### src/rtl/tagdir_pkg.sv
package tagdir_pkg;
  typedef enum logic [3:0] {
    OP_NOP      = 4'd0,
    OP_LOOKUP   = 4'd1,
    OP_ACCESS   = 4'd2,
    OP_AVAIL    = 4'd3,
    OP_ALLOC    = 4'd4,
    OP_DEALLOC  = 4'd5,
    OP_PROBE    = 4'd6,
    OP_SETPERM  = 4'd7,
    OP_LOCKSET  = 4'd8,
    OP_LOCKCLR  = 4'd9,
    OP_LOCKTEST = 4'd10,
    OP_READSLOT = 4'd11
  } op_e;

  typedef enum logic [2:0] {
    PERM_NP  = 3'd0,
    PERM_INV = 3'd1,
    PERM_BSY = 3'd2,
    PERM_RO  = 3'd3,
    PERM_RW  = 3'd4
  } perm_e;

  typedef enum logic [1:0] {
    REQ_LOAD   = 2'd0,
    REQ_FETCH  = 2'd1,
    REQ_STORE  = 2'd2,
    REQ_ATOMIC = 2'd3
  } req_e;
endpackage

### src/rtl/tagdir_store.sv
module tagdir_store
  import tagdir_pkg::*;
#(
  parameter int SETS   = 16,
  parameter int WAYS   = 4,
  parameter int ADDR_W = 32,
  parameter int CTX_W  = 4,
  localparam int SET_W = $clog2(SETS),
  localparam int WAY_W = $clog2(WAYS)
) (
  input  logic                         clk,
  input  logic                         rst,
  input  logic [SET_W-1:0]             set_idx,
  input  logic                         fill_en,
  input  logic                         drop_en,
  input  logic                         perm_en,
  input  logic                         lock_en,
  input  logic [WAY_W-1:0]             wr_way,
  input  logic [ADDR_W-1:0]            fill_addr,
  input  logic [2:0]                   perm_val,
  input  logic [CTX_W-1:0]             lock_val,
  output logic [WAYS-1:0]              way_valid,
  output logic [WAYS-1:0][2:0]         way_perm,
  output logic [WAYS-1:0][ADDR_W-1:0]  way_tag,
  output logic [WAYS-1:0][CTX_W-1:0]   way_lock,
  input  logic [SET_W-1:0]             slot_set,
  input  logic [WAY_W-1:0]             slot_way,
  output logic                         slot_valid,
  output logic [2:0]                   slot_perm,
  output logic [ADDR_W-1:0]            slot_tag
);
  logic [WAYS-1:0]             sv;
  logic [WAYS-1:0][2:0]        sp;
  logic [WAYS-1:0][ADDR_W-1:0] st;

  for (genvar g = 0; g < WAYS; g++) begin : g_way
    logic [ADDR_W-1:0] tag_mem  [SETS];
    logic [CTX_W-1:0]  lock_mem [SETS];
    logic [SETS-1:0]   vld_q;
    logic [2:0]        perm_q   [SETS];
    logic              sel;

    assign sel = (wr_way == WAY_W'(g));

    // RAM-style arrays: no reset, one write port, asynchronous reads
    always_ff @(posedge clk) begin
      if (fill_en && sel) tag_mem[set_idx] <= fill_addr;
      if ((fill_en || lock_en) && sel)
        lock_mem[set_idx] <= fill_en ? {CTX_W{1'b1}} : lock_val;
    end

    always_ff @(posedge clk) begin
      if (rst) begin
        vld_q <= '0;
        for (int s = 0; s < SETS; s++) perm_q[s] <= PERM_NP;
      end else if (sel) begin
        if (fill_en) begin
          vld_q[set_idx]  <= 1'b1;
          perm_q[set_idx] <= PERM_INV;
        end else if (drop_en) begin
          vld_q[set_idx]  <= 1'b0;
          perm_q[set_idx] <= PERM_NP;
        end else if (perm_en) begin
          perm_q[set_idx] <= perm_val;
        end
      end
    end

    assign way_valid[g] = vld_q[set_idx];
    assign way_perm[g]  = perm_q[set_idx];
    assign way_tag[g]   = tag_mem[set_idx];
    assign way_lock[g]  = lock_mem[set_idx];
    assign sv[g]        = vld_q[slot_set];
    assign sp[g]        = perm_q[slot_set];
    assign st[g]        = tag_mem[slot_set];
  end

  assign slot_valid = sv[slot_way];
  assign slot_perm  = sp[slot_way];
  assign slot_tag   = st[slot_way];

  // a fill may only land on a way that is empty or NotPresent
  p_fill_free_r7: assert property (@(posedge clk) disable iff (rst)
    fill_en |-> (!way_valid[wr_way] || way_perm[wr_way] == PERM_NP));
endmodule

### src/rtl/tagdir_lru.sv
module tagdir_lru #(
  parameter int SETS = 16,
  parameter int WAYS = 4,
  localparam int SET_W = $clog2(SETS),
  localparam int WAY_W = $clog2(WAYS)
) (
  input  logic             clk,
  input  logic             rst,
  input  logic [SET_W-1:0] set_idx,
  input  logic             touch_en,
  input  logic [WAY_W-1:0] touch_way,
  input  logic [WAYS-1:0]  empty_vec,
  output logic [WAY_W-1:0] victim_way
);
  logic [WAY_W-1:0] age_q [SETS][WAYS];
  logic [WAY_W-1:0] ref_age;

  assign ref_age = age_q[set_idx][touch_way];

  always_ff @(posedge clk) begin
    if (rst) begin
      for (int s = 0; s < SETS; s++)
        for (int w = 0; w < WAYS; w++)
          age_q[s][w] <= WAY_W'(w);
    end else if (touch_en) begin
      for (int w = 0; w < WAYS; w++) begin
        if (WAY_W'(w) == touch_way)
          age_q[set_idx][w] <= '0;
        else if (age_q[set_idx][w] < ref_age)
          age_q[set_idx][w] <= age_q[set_idx][w] + 1'b1;
      end
    end
  end

  always_comb begin
    logic found;
    found      = 1'b0;
    victim_way = '0;
    for (int w = 0; w < WAYS; w++) begin
      if (!found && empty_vec[w]) begin
        victim_way = WAY_W'(w);
        found      = 1'b1;
      end
    end
    if (!found) begin
      for (int w = 0; w < WAYS; w++)
        if (age_q[set_idx][w] == WAY_W'(WAYS - 1)) victim_way = WAY_W'(w);
    end
  end

  logic [WAYS-1:0] seen [SETS];
  always_comb begin
    for (int s = 0; s < SETS; s++) begin
      seen[s] = '0;
      for (int w = 0; w < WAYS; w++)
        seen[s] = seen[s] | (WAYS'(1) << age_q[s][w]);
    end
  end

  for (genvar s = 0; s < SETS; s++) begin : g_chk
    // the ages of one set always form a permutation of 0..WAYS-1
    p_age_perm_r8: assert property (@(posedge clk) disable iff (rst)
      seen[s] == {WAYS{1'b1}});
  end
endmodule

### src/rtl/tagdir_match.sv
module tagdir_match
  import tagdir_pkg::*;
#(
  parameter int WAYS   = 4,
  parameter int ADDR_W = 32,
  localparam int WAY_W = $clog2(WAYS)
) (
  input  logic [ADDR_W-1:0]            addr,
  input  logic [WAYS-1:0]              way_valid,
  input  logic [WAYS-1:0][2:0]         way_perm,
  input  logic [WAYS-1:0][ADDR_W-1:0]  way_tag,
  output logic [WAYS-1:0]              hit_vec,
  output logic                         hit_any,
  output logic [WAY_W-1:0]             hit_way,
  output logic                         same_any,
  output logic [WAYS-1:0]              free_vec,
  output logic                         free_any,
  output logic [WAY_W-1:0]             free_way
);
  logic [WAYS-1:0] same_vec;

  always_comb begin
    for (int w = 0; w < WAYS; w++) begin
      same_vec[w] = way_valid[w] && (way_tag[w] == addr);
      hit_vec[w]  = same_vec[w] && (way_perm[w] != PERM_NP);
      free_vec[w] = !way_valid[w] || (way_perm[w] == PERM_NP);
    end
    hit_way  = '0;
    free_way = '0;
    for (int w = WAYS - 1; w >= 0; w--) begin
      if (hit_vec[w])  hit_way  = WAY_W'(w);
      if (free_vec[w]) free_way = WAY_W'(w);
    end
  end

  assign hit_any  = |hit_vec;
  assign same_any = |same_vec;
  assign free_any = |free_vec;
endmodule

### src/rtl/tagdir_top.sv
module tagdir_top
  import tagdir_pkg::*;
#(
  parameter int ADDR_W      = 32,
  parameter int CACHE_BYTES = 1024,
  parameter int WAYS        = 4,
  parameter int LINE_BYTES  = 16,
  parameter int INDEX_LSB   = 4,
  parameter int CTX_W       = 4,
  localparam int SETS   = CACHE_BYTES / WAYS / LINE_BYTES,
  localparam int SET_W  = $clog2(SETS),
  localparam int WAY_W  = $clog2(WAYS),
  localparam int OFF_W  = $clog2(LINE_BYTES),
  localparam int SLOT_W = SET_W + WAY_W
) (
  input  logic              clk,
  input  logic              rst,
  input  logic              cmd_valid,
  input  logic [3:0]        cmd_op,
  input  logic [ADDR_W-1:0] cmd_addr,
  input  logic [1:0]        cmd_req,
  input  logic [2:0]        cmd_perm,
  input  logic [CTX_W-1:0]  cmd_ctx,
  input  logic              cmd_touch,
  input  logic [SLOT_W-1:0] cmd_slot,
  output logic              rsp_valid,
  output logic              rsp_ok,
  output logic [WAY_W-1:0]  rsp_way,
  output logic [ADDR_W-1:0] rsp_addr,
  output logic              err
);
  logic [SET_W-1:0]            set_idx;
  logic                        misaligned;
  logic [WAYS-1:0]             way_valid;
  logic [WAYS-1:0][2:0]        way_perm;
  logic [WAYS-1:0][ADDR_W-1:0] way_tag;
  logic [WAYS-1:0][CTX_W-1:0]  way_lock;
  logic                        slot_valid;
  logic [2:0]                  slot_perm;
  logic [ADDR_W-1:0]           slot_tag;
  logic [WAYS-1:0]             hit_vec, free_vec;
  logic                        hit_any, same_any, free_any;
  logic [WAY_W-1:0]            hit_way, free_way, victim_way;

  logic                        fire, viol, ok_c;
  logic                        fill_c, drop_c, perm_c, lock_c, touch_c;
  logic                        fill_en, drop_en, perm_en, lock_en, touch_en;
  logic [WAY_W-1:0]            way_c, touch_way;
  logic [ADDR_W-1:0]           addr_c;
  logic [CTX_W-1:0]            lock_val;

  assign set_idx    = cmd_addr[INDEX_LSB +: SET_W];
  assign misaligned = |cmd_addr[OFF_W-1:0];
  assign fire       = cmd_valid && (cmd_op != OP_NOP);

  tagdir_store #(.SETS(SETS), .WAYS(WAYS), .ADDR_W(ADDR_W), .CTX_W(CTX_W)) u_store (
    .clk(clk), .rst(rst), .set_idx(set_idx),
    .fill_en(fill_en), .drop_en(drop_en), .perm_en(perm_en), .lock_en(lock_en),
    .wr_way(way_c), .fill_addr(cmd_addr), .perm_val(cmd_perm), .lock_val(lock_val),
    .way_valid(way_valid), .way_perm(way_perm), .way_tag(way_tag), .way_lock(way_lock),
    .slot_set(cmd_slot[SLOT_W-1:WAY_W]), .slot_way(cmd_slot[WAY_W-1:0]),
    .slot_valid(slot_valid), .slot_perm(slot_perm), .slot_tag(slot_tag)
  );

  tagdir_match #(.WAYS(WAYS), .ADDR_W(ADDR_W)) u_match (
    .addr(cmd_addr), .way_valid(way_valid), .way_perm(way_perm), .way_tag(way_tag),
    .hit_vec(hit_vec), .hit_any(hit_any), .hit_way(hit_way), .same_any(same_any),
    .free_vec(free_vec), .free_any(free_any), .free_way(free_way)
  );

  tagdir_lru #(.SETS(SETS), .WAYS(WAYS)) u_lru (
    .clk(clk), .rst(rst), .set_idx(set_idx),
    .touch_en(touch_en), .touch_way(touch_way),
    .empty_vec(~way_valid), .victim_way(victim_way)
  );

  always_comb begin
    viol      = 1'b0;
    ok_c      = 1'b0;
    fill_c    = 1'b0;
    drop_c    = 1'b0;
    perm_c    = 1'b0;
    lock_c    = 1'b0;
    touch_c   = 1'b0;
    way_c     = hit_way;
    touch_way = hit_way;
    addr_c    = '0;
    lock_val  = {CTX_W{1'b1}};
    case (cmd_op)
      OP_NOP: ;
      OP_LOOKUP: begin
        viol = misaligned;
        ok_c = hit_any;
      end
      OP_ACCESS: begin
        viol    = misaligned;
        touch_c = hit_any;
        ok_c    = hit_any && ((way_perm[hit_way] == PERM_RW) ||
                  ((way_perm[hit_way] == PERM_RO) &&
                   (cmd_req == REQ_LOAD || cmd_req == REQ_FETCH)));
      end
      OP_AVAIL: begin
        viol = misaligned;
        ok_c = same_any || free_any;
      end
      OP_ALLOC: begin
        viol      = misaligned || hit_any || !free_any;
        way_c     = free_way;
        touch_way = free_way;
        fill_c    = 1'b1;
        touch_c   = cmd_touch;
        ok_c      = 1'b1;
      end
      OP_DEALLOC: begin
        viol   = misaligned || !hit_any;
        drop_c = 1'b1;
        ok_c   = 1'b1;
      end
      OP_PROBE: begin
        viol   = misaligned || same_any || free_any;
        way_c  = victim_way;
        addr_c = way_tag[victim_way];
        ok_c   = 1'b1;
      end
      OP_SETPERM: begin
        viol   = misaligned || !hit_any || (cmd_perm > PERM_RW);
        perm_c = 1'b1;
        ok_c   = 1'b1;
      end
      OP_LOCKSET: begin
        viol     = misaligned || !hit_any;
        lock_c   = 1'b1;
        lock_val = cmd_ctx;
        ok_c     = 1'b1;
      end
      OP_LOCKCLR: begin
        viol   = misaligned || !hit_any;
        lock_c = 1'b1;
        ok_c   = 1'b1;
      end
      OP_LOCKTEST: begin
        viol = misaligned || !hit_any;
        ok_c = (way_lock[hit_way] == cmd_ctx);
      end
      OP_READSLOT: begin
        way_c  = cmd_slot[WAY_W-1:0];
        ok_c   = slot_valid && (slot_perm != PERM_INV) && (slot_perm != PERM_NP);
        addr_c = ok_c ? slot_tag : '0;
      end
      default: viol = 1'b1;
    endcase
  end

  assign fill_en  = cmd_valid && fill_c  && !viol;
  assign drop_en  = cmd_valid && drop_c  && !viol;
  assign perm_en  = cmd_valid && perm_c  && !viol;
  assign lock_en  = cmd_valid && lock_c  && !viol;
  assign touch_en = cmd_valid && touch_c && !viol;

  always_ff @(posedge clk) begin
    if (rst) begin
      rsp_valid <= 1'b0;
      rsp_ok    <= 1'b0;
      rsp_way   <= '0;
      rsp_addr  <= '0;
      err       <= 1'b0;
    end else begin
      rsp_valid <= fire;
      if (fire) begin
        rsp_ok   <= ok_c && !viol;
        rsp_way  <= way_c;
        rsp_addr <= viol ? '0 : addr_c;
        if (viol) err <= 1'b1;
      end
    end
  end

  // at most one present way holds any given address
  p_match_unique_r3: assert property (@(posedge clk) disable iff (rst)
    $onehot0(hit_vec));

  // the error flag never clears without reset
  p_err_sticky_r12: assert property (@(posedge clk) disable iff (rst)
    err |=> err);

  // a violating command is answered with failure and a set flag
  p_viol_fails_r12: assert property (@(posedge clk) disable iff (rst)
    (fire && viol) |=> (rsp_valid && !rsp_ok && err));
endmodule

### config.mk
export PLATFORM = sky130hd
export DESIGN_NAME = tagdir_top
export DESIGN_NICKNAME = d
export VERILOG_FILES = /design/src/rtl/tagdir_pkg.sv /design/src/rtl/tagdir_store.sv /design/src/rtl/tagdir_lru.sv /design/src/rtl/tagdir_match.sv /design/src/rtl/tagdir_top.sv
export SDC_FILE = /design/constraint.sdc
export NUM_CORES = 2
export LEC_CHECK = 0
export BUFFER_PORTS_ARGS = -buffer_cell sky130_fd_sc_hd__buf_2
export CAP_MARGIN = 20
export CELL_PAD_IN_SITES_DETAIL_PLACEMENT = 1
export CELL_PAD_IN_SITES_GLOBAL_PLACEMENT = 2
export CORE_MARGIN = 2
export CORE_UTILIZATION = 45
export DETAILED_ROUTE_END_ITERATION = 6
export HOLD_SLACK_MARGIN = 0.05
export PLACE_DENSITY_LB_ADDON = 0.1
export SYNTH_ARGS = -nofsm -noshare
export SYNTH_HDL_FRONTEND = slang
export SYNTH_HIERARCHICAL = 1
export SYNTH_SLANG_ARGS = --single-unit
### constraint.sdc
create_clock -name clk -period 7.39 [get_ports clk]
set_input_delay 0.739 -clock clk [delete_from_list [all_inputs] [get_ports clk]]
set_output_delay 0.739 -clock clk [all_outputs]
set_load 0.05 [all_outputs]
==> flow_metrics.tcl <==
set metrics [dict create \
    cp-start-kind "input pin" \
    ios 92 \
    die_h_um 538 \
    p_comb_share_pct 9.0 \
    synth_area_mm2 0.129 \
    wl_mm 470 \
    arrival_ps 7220 \
    io_buffers 90 \
    grt_usage_pct 32.3 \
    p_leak_nw 48.7 \
    fin_util_pct 53.0 \
    drt-pass1-iter-count 5 \
    syn_inst 6938 \
    nNetsFinal 7720 \
    p_int_mw 26.6 \
    worstHoldPathType "input pin to flip-flop" \
    final_cell_mix "2624 x edfxtp_1, 1385 x mux4_2, 643 x buf_4" \
    layout-drive-gt1-share_pct 37.7 \
    final_common_cell "edfxtp_1" \
    die_w_um 538 \
    via_count 78800 \
    setup_viol 0 \
    avgSynthCellArea_um2 18.5 \
    required_ps 8010 \
    min_from "cmd_addr[31]" \
    rsz0062_at_grt "no" \
    grt_pass1_wl_mm 656 \
    finalCritPeriodShare_pct 89.2 \
    start_util_pct 45.1 \
    grt_pass1_vias 81300 \
    cts_root_buf "clkbuf_16" \
    p_per_area_mw_per_mm2 233 \
    antenna_found_initial 43 \
    vdd_ir_drop_max_mv 0.217 \
    tightest_slew_ps 1280 \
    p_sw_mw 8.42 \
    htree_num_levels 5 \
    fillers 25400 \
    detail_route.wl_per_cell_um 40.3 \
    globalplace.congestion 0.908 \
    dp_hpwl_mm 321 \
    maxCapViolCount 0 \
    clkTransAtPathRegs_ps 60 \
    clockBufferDepth 4 \
    cts_sinks 2725 \
    hold_violations 0 \
    max_freq_ghz 0.152 \
    placed_cell_area_mm2 0.141 \
    seqPwrFrac_pct 48.5 \
    status "finished, final reports clean" \
    grt_max_degree 96 \
    relSlewSlack_pct 14.6 \
    cts_buffers 303 \
    yosys_warnings 6 \
    syn_nets 7001 \
    ctsResizeCount 0 \
    worstReg2RegStart "u_store/g_way[0].tag_mem[15][28]" \
    clock_latency_ps 950 \
    crit_path_max_fanout 25 \
    clkPwrFrac_pct 42.5 \
    drtAntennaViolNets 0 \
    core_mm2 0.285 \
    period_needed_ps 6600 \
    ctsHoldBuffers 0 \
    fin_tns_setup_ps 0 \
    final-max-slew-violation-count 0 \
    critPathKind "input pin to flip-flop" \
    cp-end-kind "flip-flop" \
    finalInstanceArea_mm2 0.151 \
    netSwitchingFraction_pct 24.0 \
    dieArea_mm2 0.290 \
    critical_path.startpoint "cmd_addr[4]" \
    multi_input_area_mm2 0.0446 \
    grt-ovfl-total 0 \
    drt_iter0_markers 9885 \
    register_area_mm2 0.0808 \
    post_drt_via_cell_ratio 6.75 \
    areaGrowthSynthToFinish_pct 17.3 \
    postCtsSetupBuffers 0 \
    skew_ps 61.9 \
    cts_tree "built" \
    drc 0 \
    core.rowCount 196 \
]
-- flip-flops by register name, summed over array words and instances, names as in the netlist, 2 cells and up, named ones only --
name                    count
u_store/g_way.lock_mem    256
u_store/g_way.tag_mem    2048
rsp_way                     2
rsp_addr                   32
u_lru/age_q               128
u_store/g_way.perm_q      192
-- layer usage --
layer,vias to the layer above,GRT usage (%),share of wire [%]
met3,825,6.69,9.5
met2,4220,50.3,47
met5,-,0,0.011
met1,42800,44.4,39
li1,30900,-,-
met4,8,13.7,4.9
-- worst paths after layout --
check                                                       end  slack [ps]  cells past startpoint
worst max-delay path                         u_lru/age_q[14][6]         790                     22
worst min-delay path            u_store/g_way[2].tag_mem[5][31]         220                      1
worst max register to register               u_lru/age_q[14][6]        1180                     19
worst min register to register                     rsp_addr[30]         450                      2
-- final cells by class --
cell class / instances / share of cell area [%]
inverter: 94 / 0.235
sequential: 2725 / 53.6
clock buffer: 378 / 5.30
timing repair buffer: 1002 / 7.12
multi-input combinational: 3531 / 29.6
antenna: 20 / 0.0332
clock inverter: 162 / 1.01
tap: 3762 / 3.12
-- stage by stage --
step	hold WS [ps]	worst slack [ps]	total power [mW]	instances
floorplan	460	886	19.0	6938
global placement	432	11.2	20.4	11100
detailed placement	436	-24.3	20.4	11100
CTS	171	907	35.2	11600
global route	199	525	35.9	11700
finish	217	795	35.1	11700
-- critical path, stage by stage --
cell	delay, ps
buf_8	330
buf_12	280
buf_4	310
mux4_2	540
mux4_2	670
xor2_1	230
nor4_1	570
nand4_1	240
buf_4	220
nor4_4	250
buf_4	180
nor2_1	50
nor3_2	210
nand2_1	90
nand2_1	130
buf_12	140
mux4_2	490
inv_1	190
ha_1	230
inv_1	90
o311ai_4	780
nor2_1	100
-- power groups by stage --
stage	sequential [mW]	combinational [mW]	clock (mW)
2_1_floorplan	17.3	1.69	0
3_3_place_gp	17.3	3.06	0
3_5_place_dp	17.3	3.09	0
4_1_cts	17.0	3.10	15.1
5_1_grt	17.0	3.25	15.7
6_report	17.0	3.16	14.9
Power figures use the tool's default switching activity.
